<file path="src/rtl/retry_queue_pkg.sv">
package retry_queue_pkg;

   typedef enum logic [2:0] {
      RFS_NONE      = 3'd0,
      RFS_APPEND    = 3'd1,
      RFS_KEEP_HEAD = 3'd2,
      RFS_DUP_ERR   = 3'd3,
      RFS_HEAD_ERR  = 3'd4
   } refuse_action_e;

   function automatic int id_width(input int n);
      return (n > 1) ? $clog2(n) : 1;
   endfunction

endpackage

</file>
<file path="src/rtl/rq_id_fifo.sv">
module rq_id_fifo #(
   parameter int DEPTH = 8,
   parameter int W     = 3,
   localparam int CNT_W = $clog2(DEPTH + 1)
) (
   input  logic             clk,
   input  logic             rst_n,
   input  logic             push,
   input  logic             pop,
   input  logic [W-1:0]     din,
   output logic [W-1:0]     head,
   output logic [CNT_W-1:0] count
);
   logic [W-1:0] slots [DEPTH];
   logic [W-1:0] wr_ptr, rd_ptr;

   function automatic logic [W-1:0] advance(input logic [W-1:0] p);
      return (p == W'(DEPTH - 1)) ? '0 : p + W'(1);
   endfunction

   always_ff @(posedge clk) begin
      if (push) slots[wr_ptr] <= din;
   end

   always_ff @(posedge clk) begin
      if (!rst_n) begin
         wr_ptr <= '0;
         rd_ptr <= '0;
         count  <= '0;
      end else begin
         if (push) wr_ptr <= advance(wr_ptr);
         if (pop)  rd_ptr <= advance(rd_ptr);
         case ({push, pop})
            2'b10:   count <= count + CNT_W'(1);
            2'b01:   count <= count - CNT_W'(1);
            default: count <= count;
         endcase
      end
   end

   assign head = slots[rd_ptr];
endmodule

</file>
<file path="src/rtl/rq_member_flags.sv">
module rq_member_flags #(
   parameter int N = 8,
   parameter int W = 3
) (
   input  logic         clk,
   input  logic         rst_n,
   input  logic         set_en,
   input  logic [W-1:0] set_id,
   input  logic         clr_en,
   input  logic [W-1:0] clr_id,
   output logic [N-1:0] flags
);
   for (genvar g = 0; g < N; g++) begin : g_flag
      always_ff @(posedge clk) begin
         if (!rst_n)                             flags[g] <= 1'b0;
         else if (set_en && set_id == W'(g))     flags[g] <= 1'b1;
         else if (clr_en && clr_id == W'(g))     flags[g] <= 1'b0;
      end
   end
endmodule

</file>
<file path="src/rtl/rq_ctrl.sv">
module rq_ctrl
   import retry_queue_pkg::*;
#(
   parameter int N = 8,
   parameter int W = 3
) (
   input  logic         clk,
   input  logic         rst_n,
   input  logic         refuse_vld,
   input  logic [W-1:0] refuse_id,
   input  logic         pop,
   input  logic         retry_done,
   input  logic         q_empty,
   input  logic [W-1:0] q_head,
   input  logic [N-1:0] flags,
   output logic         do_push,
   output logic         do_pop,
   output logic         retry_active,
   output logic         err_dup,
   output logic         err_head
);
   refuse_action_e act;
   logic           queued;

   assign queued = flags[refuse_id];

   always_comb begin
      act = RFS_NONE;
      if (refuse_vld) begin
         if (!queued)                   act = RFS_APPEND;
         else if (!retry_active)        act = RFS_DUP_ERR;
         else if (refuse_id == q_head)  act = RFS_KEEP_HEAD;
         else                           act = RFS_HEAD_ERR;
      end
   end

   assign do_push = (act == RFS_APPEND);
   assign do_pop  = !refuse_vld && pop && !q_empty;

   always_ff @(posedge clk) begin
      if (!rst_n) begin
         retry_active <= 1'b0;
         err_dup      <= 1'b0;
         err_head     <= 1'b0;
      end else begin
         err_dup  <= (act == RFS_DUP_ERR);
         err_head <= (act == RFS_HEAD_ERR);
         if (refuse_vld)      retry_active <= 1'b0;
         else if (do_pop)     retry_active <= 1'b1;
         else if (retry_done) retry_active <= 1'b0;
      end
   end
endmodule

</file>
<file path="src/rtl/retry_queue_mgr.sv">
module retry_queue_mgr
   import retry_queue_pkg::*;
#(
   parameter int NUM_PORTS = 8,
   localparam int ID_W  = id_width(NUM_PORTS),
   localparam int CNT_W = $clog2(NUM_PORTS + 1)
) (
   input  logic                 clk,
   input  logic                 rst_n,
   input  logic                 refuse_vld,
   input  logic [ID_W-1:0]      refuse_id,
   input  logic                 pop,
   input  logic                 retry_done,
   output logic [ID_W-1:0]      head_id,
   output logic                 empty,
   output logic [NUM_PORTS-1:0] member,
   output logic                 retry_active,
   output logic                 err_dup,
   output logic                 err_head
);
   if (NUM_PORTS < 2) begin : g_bad_cfg
      $error("retry_queue_mgr: NUM_PORTS must be at least 2");
   end

   logic             push_w, pop_w;
   logic [CNT_W-1:0] occ_w;

   assign empty = (occ_w == '0);

   rq_ctrl #(.N(NUM_PORTS), .W(ID_W)) u_ctrl (
      .clk          (clk),
      .rst_n        (rst_n),
      .refuse_vld   (refuse_vld),
      .refuse_id    (refuse_id),
      .pop          (pop),
      .retry_done   (retry_done),
      .q_empty      (empty),
      .q_head       (head_id),
      .flags        (member),
      .do_push      (push_w),
      .do_pop       (pop_w),
      .retry_active (retry_active),
      .err_dup      (err_dup),
      .err_head     (err_head)
   );

   rq_id_fifo #(.DEPTH(NUM_PORTS), .W(ID_W)) u_fifo (
      .clk   (clk),
      .rst_n (rst_n),
      .push  (push_w),
      .pop   (pop_w),
      .din   (refuse_id),
      .head  (head_id),
      .count (occ_w)
   );

   rq_member_flags #(.N(NUM_PORTS), .W(ID_W)) u_flags (
      .clk    (clk),
      .rst_n  (rst_n),
      .set_en (push_w),
      .set_id (refuse_id),
      .clr_en (pop_w),
      .clr_id (head_id),
      .flags  (member)
   );
endmodule

</file>
<file path="config.mk">
export PLATFORM = sky130hd
export DESIGN_NAME = retry_queue_mgr
export DESIGN_NICKNAME = d
export VERILOG_FILES = /design/src/rtl/retry_queue_pkg.sv /design/src/rtl/rq_id_fifo.sv /design/src/rtl/rq_member_flags.sv /design/src/rtl/rq_ctrl.sv /design/src/rtl/retry_queue_mgr.sv
export SDC_FILE = /design/constraint.sdc
export NUM_CORES = 1
export LEC_CHECK = 0
export ABC_AREA = 1
export BUFFER_PORTS_ARGS = -buffer_cell sky130_fd_sc_hd__clkbuf_2
export CAP_MARGIN = 5
export CORE_UTILIZATION = 44
export DETAILED_ROUTE_END_ITERATION = 6
export MAX_ROUTING_LAYER = met4
export PLACE_DENSITY = 0.63
export SLEW_MARGIN = 20
export SYNTH_ARGS = -nofsm -noshare
export SYNTH_HDL_FRONTEND = slang
export SYNTH_SLANG_ARGS = --single-unit
</file>
<file path="constraint.sdc">
create_clock -name clk -period 2.45 [get_ports clk]
set_input_delay 0.245 -clock clk [delete_from_list [all_inputs] [get_ports clk]]
set_output_delay 0.245 -clock clk [all_outputs]
set_load 0.1 [all_outputs]
</file>
After elaboration in Yosys (flattened, before gate mapping)
Memory sizes are Yosys's and may differ from the RTL's. A register that Yosys moved wholly into a read port is not among the register bits.
Index checks and enable logic that the tools add are counted.
W data, S select, Z words.
{"block": "totals", "out_inout_bits": 15, "in_bits": 8, "ramBits": 24, "latchBits": 0, "regBits": 21, "n_memories": 1, "word_cells": 108, "rom_bits": 0}
{"block": "classes", "n_mux": 31, "n_lt_le_gt_ge": 1, "reduce_logical": 34, "n_addsub": 4, "n_eq_ne": 22, "shifts": 0, "multipliers": 0, "div_mod_pow": 0, "bitwise_logic": 1}
{"name": "u_fifo.slots", "depth": 8, "width": 3, "rd": 1, "rd_ports_with_merged_regs": 1, "write_ports": 1, "line_no": "rq_id_fifo.sv:14", "rtl": "logic [W-1:0] slots [DEPTH];"}
{"operator": "$eq A3 B3 Y1 const B", "n": 11}
{"operator": "$mux W3", "n": 8}
{"operator": "$mux W1", "n": 21}
{"operator": "$reduce_bool A2 Y1", "n": 10}
{"operator": "$logic_and A1 B1 Y1", "n": 18}
{"operator": "$eq A3 B2 Y1 const B", "n": 5}
{"operator": "$eq A3 B1 Y1 const B", "n": 3}
{"operator": "$pmux W4 S2", "n": 1}
{"operator": "$add A3 B1 Y3 const B", "n": 2}
{"operator": "$logic_not A3 Y1", "n": 2}
{"operator": "$add A4 B1 Y4 const B", "n": 1}
{"operator": "$logic_not A4 Y1", "n": 1}
{"operator": "$lt A3 B4 Y1 const B", "n": 1}
{"operator": "$sub A4 B1 Y4 const B", "n": 1}
{"operator": "$bmux W1 S3", "n": 1}
{"operator": "$eq A3 B3 Y1", "n": 1}
{"operator": "$eq A2 B1 Y1 const B", "n": 1}
{"operator": "$eq A2 B2 Y1 const B", "n": 1}
{"operator": "$logic_not A1 Y1", "n": 2}
{"operator": "$reduce_or A2 Y1", "n": 1}
{"operator": "$not A1 Y1", "n": 1}

Logic depth before layout (Yosys ltp)
{"block": "logic_depth", "ltp_word": 8, "ltp_mapped": 16, "ltp_nobuf": 15}

By module
Synthesis repeated with hierarchy kept, for this count alone.
{"block": "hier_totals", "cells_unflattened": 275, "area_unflattened_um2": 2263.4}
{"module": "rq_id_fifo", "cells_per_inst": 154, "seq_area_each_um2": 980.9, "area_each_um2": 1585.3, "instances": 1}
{"module": "rq_member_flags", "cells_per_inst": 62, "seq_area_each_um2": 160.2, "area_each_um2": 381.6, "instances": 1}
{"module": "rq_ctrl", "cells_per_inst": 52, "seq_area_each_um2": 60.1, "area_each_um2": 270.3, "instances": 1}
{"module": "retry_queue_mgr", "cells_per_inst": 7, "seq_area_each_um2": 0.0, "area_each_um2": 26.3, "instances": 1}

Worst setup path after synthesis
No wires, ideal clock.
{"block": "synth_timing", "path_kind": "reg2reg", "startpoint": "register u_flags.flags[6]", "endpoint": "register u_fifo.count[2]", "path_buffers": 1, "synth_period_minus_slack_ns": 2.598, "required_time_ns": 2.335, "t_arrival_ns": 2.482, "setup_slack_ns": -0.148, "setup_time_ns": 0.115, "stages_incl_launch_ff": 15, "path_cell_list": "dfxtp_1 -> inv_1 -> nor2_1 -> a21oi_2 -> nand3_2 -> nand2_4 -> nand2_4 -> buf_8 -> ha_1 -> xor2_1 -> ha_1 -> a21oi_1 -> xnor2_1 -> o21ai_0 -> inv_1"}
{"block": "synth_via", "elab_chain_len": 7, "elab_cells_between_ends": 9, "cone_classes": "eq/ne: 3; mux: 5; reduce/logical: 1"}
{"item": "from (decl)", "line_no": "rq_member_flags.sv:11", "rtl": "output logic [N-1:0] flags"}
{"item": "from (signal, indexed assignment)", "line_no": "rq_member_flags.sv:15", "rtl": "if (!rst_n) flags[g] <= 1'b0;"}
{"item": "from (signal, indexed assignment)", "line_no": "rq_member_flags.sv:16", "rtl": "else if (set_en && set_id == W'(g)) flags[g] <= 1'b1;"}
{"item": "from (signal, indexed assignment)", "line_no": "rq_member_flags.sv:17", "rtl": "else if (clr_en && clr_id == W'(g)) flags[g] <= 1'b0;"}
{"item": "$bmux W1 S3 *", "line_no": "rq_ctrl.sv:25", "rtl": "assign queued = flags[refuse_id];"}
{"item": "$mux W1 (implied by the code) *", "line_no": "rq_ctrl.sv:25"}
{"item": "$mux W3 *", "line_no": "rq_ctrl.sv:30", "rtl": "if (!queued) act = RFS_APPEND;"}
{"item": "$mux W3 *", "line_no": "rq_ctrl.sv:29", "rtl": "if (refuse_vld) begin"}
{"item": "$eq A3 B1 Y1 *", "line_no": "rq_ctrl.sv:37", "rtl": "assign do_push = (act == RFS_APPEND);"}
{"item": "$eq A2 B1 Y1 / $eq A2 B2 Y1 (equally long branches)", "line_no": "rq_id_fifo.sv:33", "rtl": "case ({push, pop})"}
{"item": "$pmux W4 S2 / $reduce_bool A2 Y1 (equally long branches)"}
{"item": "to (signal assigned)", "line_no": "rq_id_fifo.sv:34", "rtl": "2'b10: count <= count + CNT_W'(1);"}
{"item": "to (signal assigned)", "line_no": "rq_id_fifo.sv:35", "rtl": "2'b01: count <= count - CNT_W'(1);"}
{"item": "to (signal assigned)", "line_no": "rq_id_fifo.sv:36", "rtl": "default: count <= count;"}
{"item": "to (decl)", "line_no": "rq_id_fifo.sv:12", "rtl": "output logic [CNT_W-1:0] count"}
Mark *: on every way between the ends. The rest lies on a longest branch, timed or not. The select of a mux whose other input is x is not followed.
A chain may end at the register's enable or synchronous reset.

Worst setup path in the final report
{"block": "layout_timing", "startpoint": "register u_fifo.count[1]", "endpoint": "register u_fifo.count[3]"}
{"block": "layout_via", "elab_chain_len": 5, "elab_cells_between_ends": 9, "cone_classes": "add/sub: 2; eq/ne: 2; mux: 1; reduce/logical: 4"}
{"item": "$logic_not A4 Y1 *", "line_no": "retry_queue_mgr.sv:28", "rtl": "assign empty = (occ_w == '0);"}
{"item": "$logic_not A1 Y1 *", "line_no": "rq_ctrl.sv:38", "rtl": "assign do_pop = !refuse_vld && pop && !q_empty;"}
{"item": "$logic_and A1 B1 Y1 *", "line_no": "rq_ctrl.sv:38"}
{"item": "named net pop_w", "line_no": "retry_queue_mgr.sv:25", "rtl": "logic push_w, pop_w;"}
{"item": "$eq A2 B1 Y1 / $eq A2 B2 Y1 (equally long branches)", "line_no": "rq_id_fifo.sv:33"}
{"item": "$pmux W4 S2 / $reduce_bool A2 Y1 (equally long branches)"}
Mark *: on every way through the listed nets, which the timed path passes. The rest lies on a longest branch.

==> metrics.md <==
| Metric | Value |
|---|---|
| CTS tree | `built` |
| Fillers | `549` |
| Peak VDD IR | `0.293 mV` |
| Post-route ant nets | `0` |
| RSZ-0062 raised after global routing | `no` |
| H-Tree Depth | `2` |
| Rows | `27` |
| Total CTS buffers | `5` |
| IO buf count | `22` |
| Area delta synth->final | `11.7%` |
| I/O pins | `23` |
| Clock Skew | `about 10 ps` |
| P_leak | `approximately 1.2 nW` |
| Post-Place Worst Slack | `~160 ps` |
| Via count | `between 1500 and 2000` |
| Power per cell area | `681 mW/mm^2` |
| Layout cells sized above 1 | `a little over a fifth` |
| DR vias/cell | `approximately 4.9` |
| Net Count, Synth | `approximately 320` |
| First drt pass iteration count | `4` |
| Clock sink count | `48` |
| Post-Syn Instances | `roughly 300` |
| CP required | `~2700 ps` |
| List of most frequent post-synthesis cells | `85 x nand2_1, 46 x inv_1, 26 x nor2_1` |
| Die height | `77.4 um` |
| Initial Util | `between 40 and 50%` |
| Vias in the first global route | `~1900` |
| Hpwl dp | `3870 um` |
| Synthesis-stage register bit count | `48` |
| Clock transition at path regs | `80 ps` |
| CORE AREA | `0.00547 mm^2` |
| Hold Crit Class | `in -> reg` |
| Nets@finish | `346` |
| Synth async-reset ratio | `0%` |
| Yosys top cell by area | `edfxtp_1` |
| Setup Buffers After CTS | `0` |
| Yosys Warn Count | `0` |
| Tightest Pin Transition | `roughly 650 ps` |
| Initial antenna violation count | `0` |
| Largest net degree at the start of global routing | `16` |
| Most frequent cell after synthesis | `nand2_1` |
| Initial DRC count | `48` |
| CP Cell Sequence | `inv_1 > nand4_1 > nand2_1 > inv_1 > ha_1 > xor2_1 > nand3_1 > a21oi_1 > o21ai_0 > nand2_1 > nand2_1 > nor2_1` |
| Crit end category | `flop` |
| GPL Wtd Cong | `0.821` |
| Kind of critical path | `reg -> reg` |
| Synth Cell Area | `approximately 0.0025 mm^2` |
| CTS root buf | `clkbuf_8` |
| Slew margin rel. | `between 50% and 60%` |
| CP dominant cell by count | `nand2_1` |
| Yosys top cell area share | `~29%` |
| Status | `finished, final reports clean` |
| Worst skew pair latency | `300 ps` |
| Crit path max-delay cell type | `dfxtp_1` |
| WHS | `approximately 250 ps` |
| Number of diodes | `0` |
| Fmax | `about 460 MHz` |
| DRT Wirelength | `5130 um` |
| Final setup TNS | `0 ps` |
| Final Hold Viols | `0` |
| Avg Inst Size Synth | `between 8 and 9 um^2` |
| Max incr delay on CP | `390 ps` |
| Crit path DAT | `~2400 ps` |
| Post-synthesis sequential area ratio | `approximately 48%` |
| Final Power | `between 1.5 and 2 mW` |
| GRT Total Usage | `between 10% and 20%` |
| Critical path fanouts, max | `7` |
| CTS max path bufs | `2` |
| Synth area leaders | `edfxtp_1 29%, dfxtp_1 19%, nand2_1 13%` |
| DRC Markers | `0` |
| Final setup fails | `0` |
| Avg WL per Cell | `roughly 13 um` |
| Prevailing post-synth register cell | `edfxtp_1` |
| Post-synth cell types | `28` |
| Post-CTS resize count | `0` |
| Startpoint Class | `flop` |
| Max-Cap Viols | `0` |
| Max-slew violations | `0` |
| Fin crit share | `around nine tenths` |
| # hold bufs at CTS | `0` |
| Minimum clock period | `2160 ps` |
| Global-route wire length before repair | `between 8000 and 9000 um` |
| Horiz. Die Dim | `approximately 77 um` |
| Worst setup margin | `286 ps` |
| EDFF count, synth | `24` |
| Die footprint | `roughly 0.0060 mm^2` |
| Total grt overflow | `0` |
-- area by class of cell --
class	count	area, um^2	share of cell area, %
clock inverters	2	15.0	0.538
clock buffers	6	82.6	2.96
flip-flops and latches	48	1210	43.3
repair buffers	28	155	5.56
multi-input cells	198	1050	37.7
well taps	72	90.1	3.23
inverters	50	188	6.72
-- placed cells by master (no fill, tap or decap), types with 4 or more instances in the layout --
| cell | instances |
|---|---|
| nand2_1 | 85 |
| inv_1 | 46 |
| nor2_1 | 26 |
| nand3_1 | 24 |
| edfxtp_1 | 24 |
| clkbuf_2 | 22 |
| dfxtp_1 | 18 |
| a21oi_2 | 10 |
| nand3_2 | 10 |
| nor3_1 | 9 |
| a21oi_1 | 8 |
| ha_1 | 7 |
| o21ai_0 | 6 |
| clkbuf_8 | 6 |
| buf_4 | 6 |
| dfxtp_2 | 6 |
| inv_2 | 4 |
-- worst paths after layout --
check,startpoint,to,slack [ps],cells after the start
max,u_fifo.count[1],u_fifo.count[3],290,12
min,rst_n,u_fifo.count[3],250,3
max reg2reg,u_fifo.count[1],u_fifo.count[3],290,12
min reg2reg,u_flags.flags[0],u_flags.flags[0],480,2
-- cells by family after synthesis --
kind of cell,synth area share (%)
AND/OR/NAND/NOR,30.0
buffers and inverters,9.81
flip-flops,48.1
AO/OA/AOI/OAI,7.21
adder cells (fa/ha/maj),3.51
XOR/XNOR,1.40
-- routing by layer --
layer	routed length (um)	part of all wire (%)	track usage (%)	up-vias
met5	0	0	-	-
met4	75	1.5	7.55	0
met3	208	4.1	2.59	8
met2	2460	48	31.5	44
met1	2380	46	23.7	897
li1	-	-	-	1022
-- power breakdown --
group | leakage [nW] | internal (mW) | total, mW | switching, mW
clock | 0.0434 | 0.229 | 0.496 | 0.267
combinational | 0.783 | 0.116 | 0.498 | 0.382
sequential | 0.416 | 0.878 | 0.907 | 0.0287
-- per-stage QoR --
step,area (um^2),instances,util [%]
5_1_grt,2790,404,51.0
3_3_place_gp,2690,396,49.2
6_report,2790,404,51.0
4_1_cts,2790,404,51.0
3_5_place_dp,2690,396,49.2
2_1_floorplan,2510,302,-
-- flip-flops by register name, summed over array words and instances (netlist names), named ones only --
register,count
u_ctrl.retry_active,1
u_ctrl.err_dup,1
u_flags.flags,8
u_ctrl.err_head,1
u_fifo.wr_ptr,3
u_fifo.rd_ptr,3
u_fifo.slots,24
u_fifo.count,4
-- critical path, delay by kind of cell, from the launching register on --
| kind | cells | cell delay, ps |
|---|---|---|
| xor+xnor | 1 | 250 |
| simple gates | 6 | 590 |
| flops | 1 | 390 |
| fa+ha+maj | 1 | 260 |
| compound gates | 2 | 290 |
| buf+inv | 2 | 290 |
Note: power is estimated with default switching activity, not from simulation.
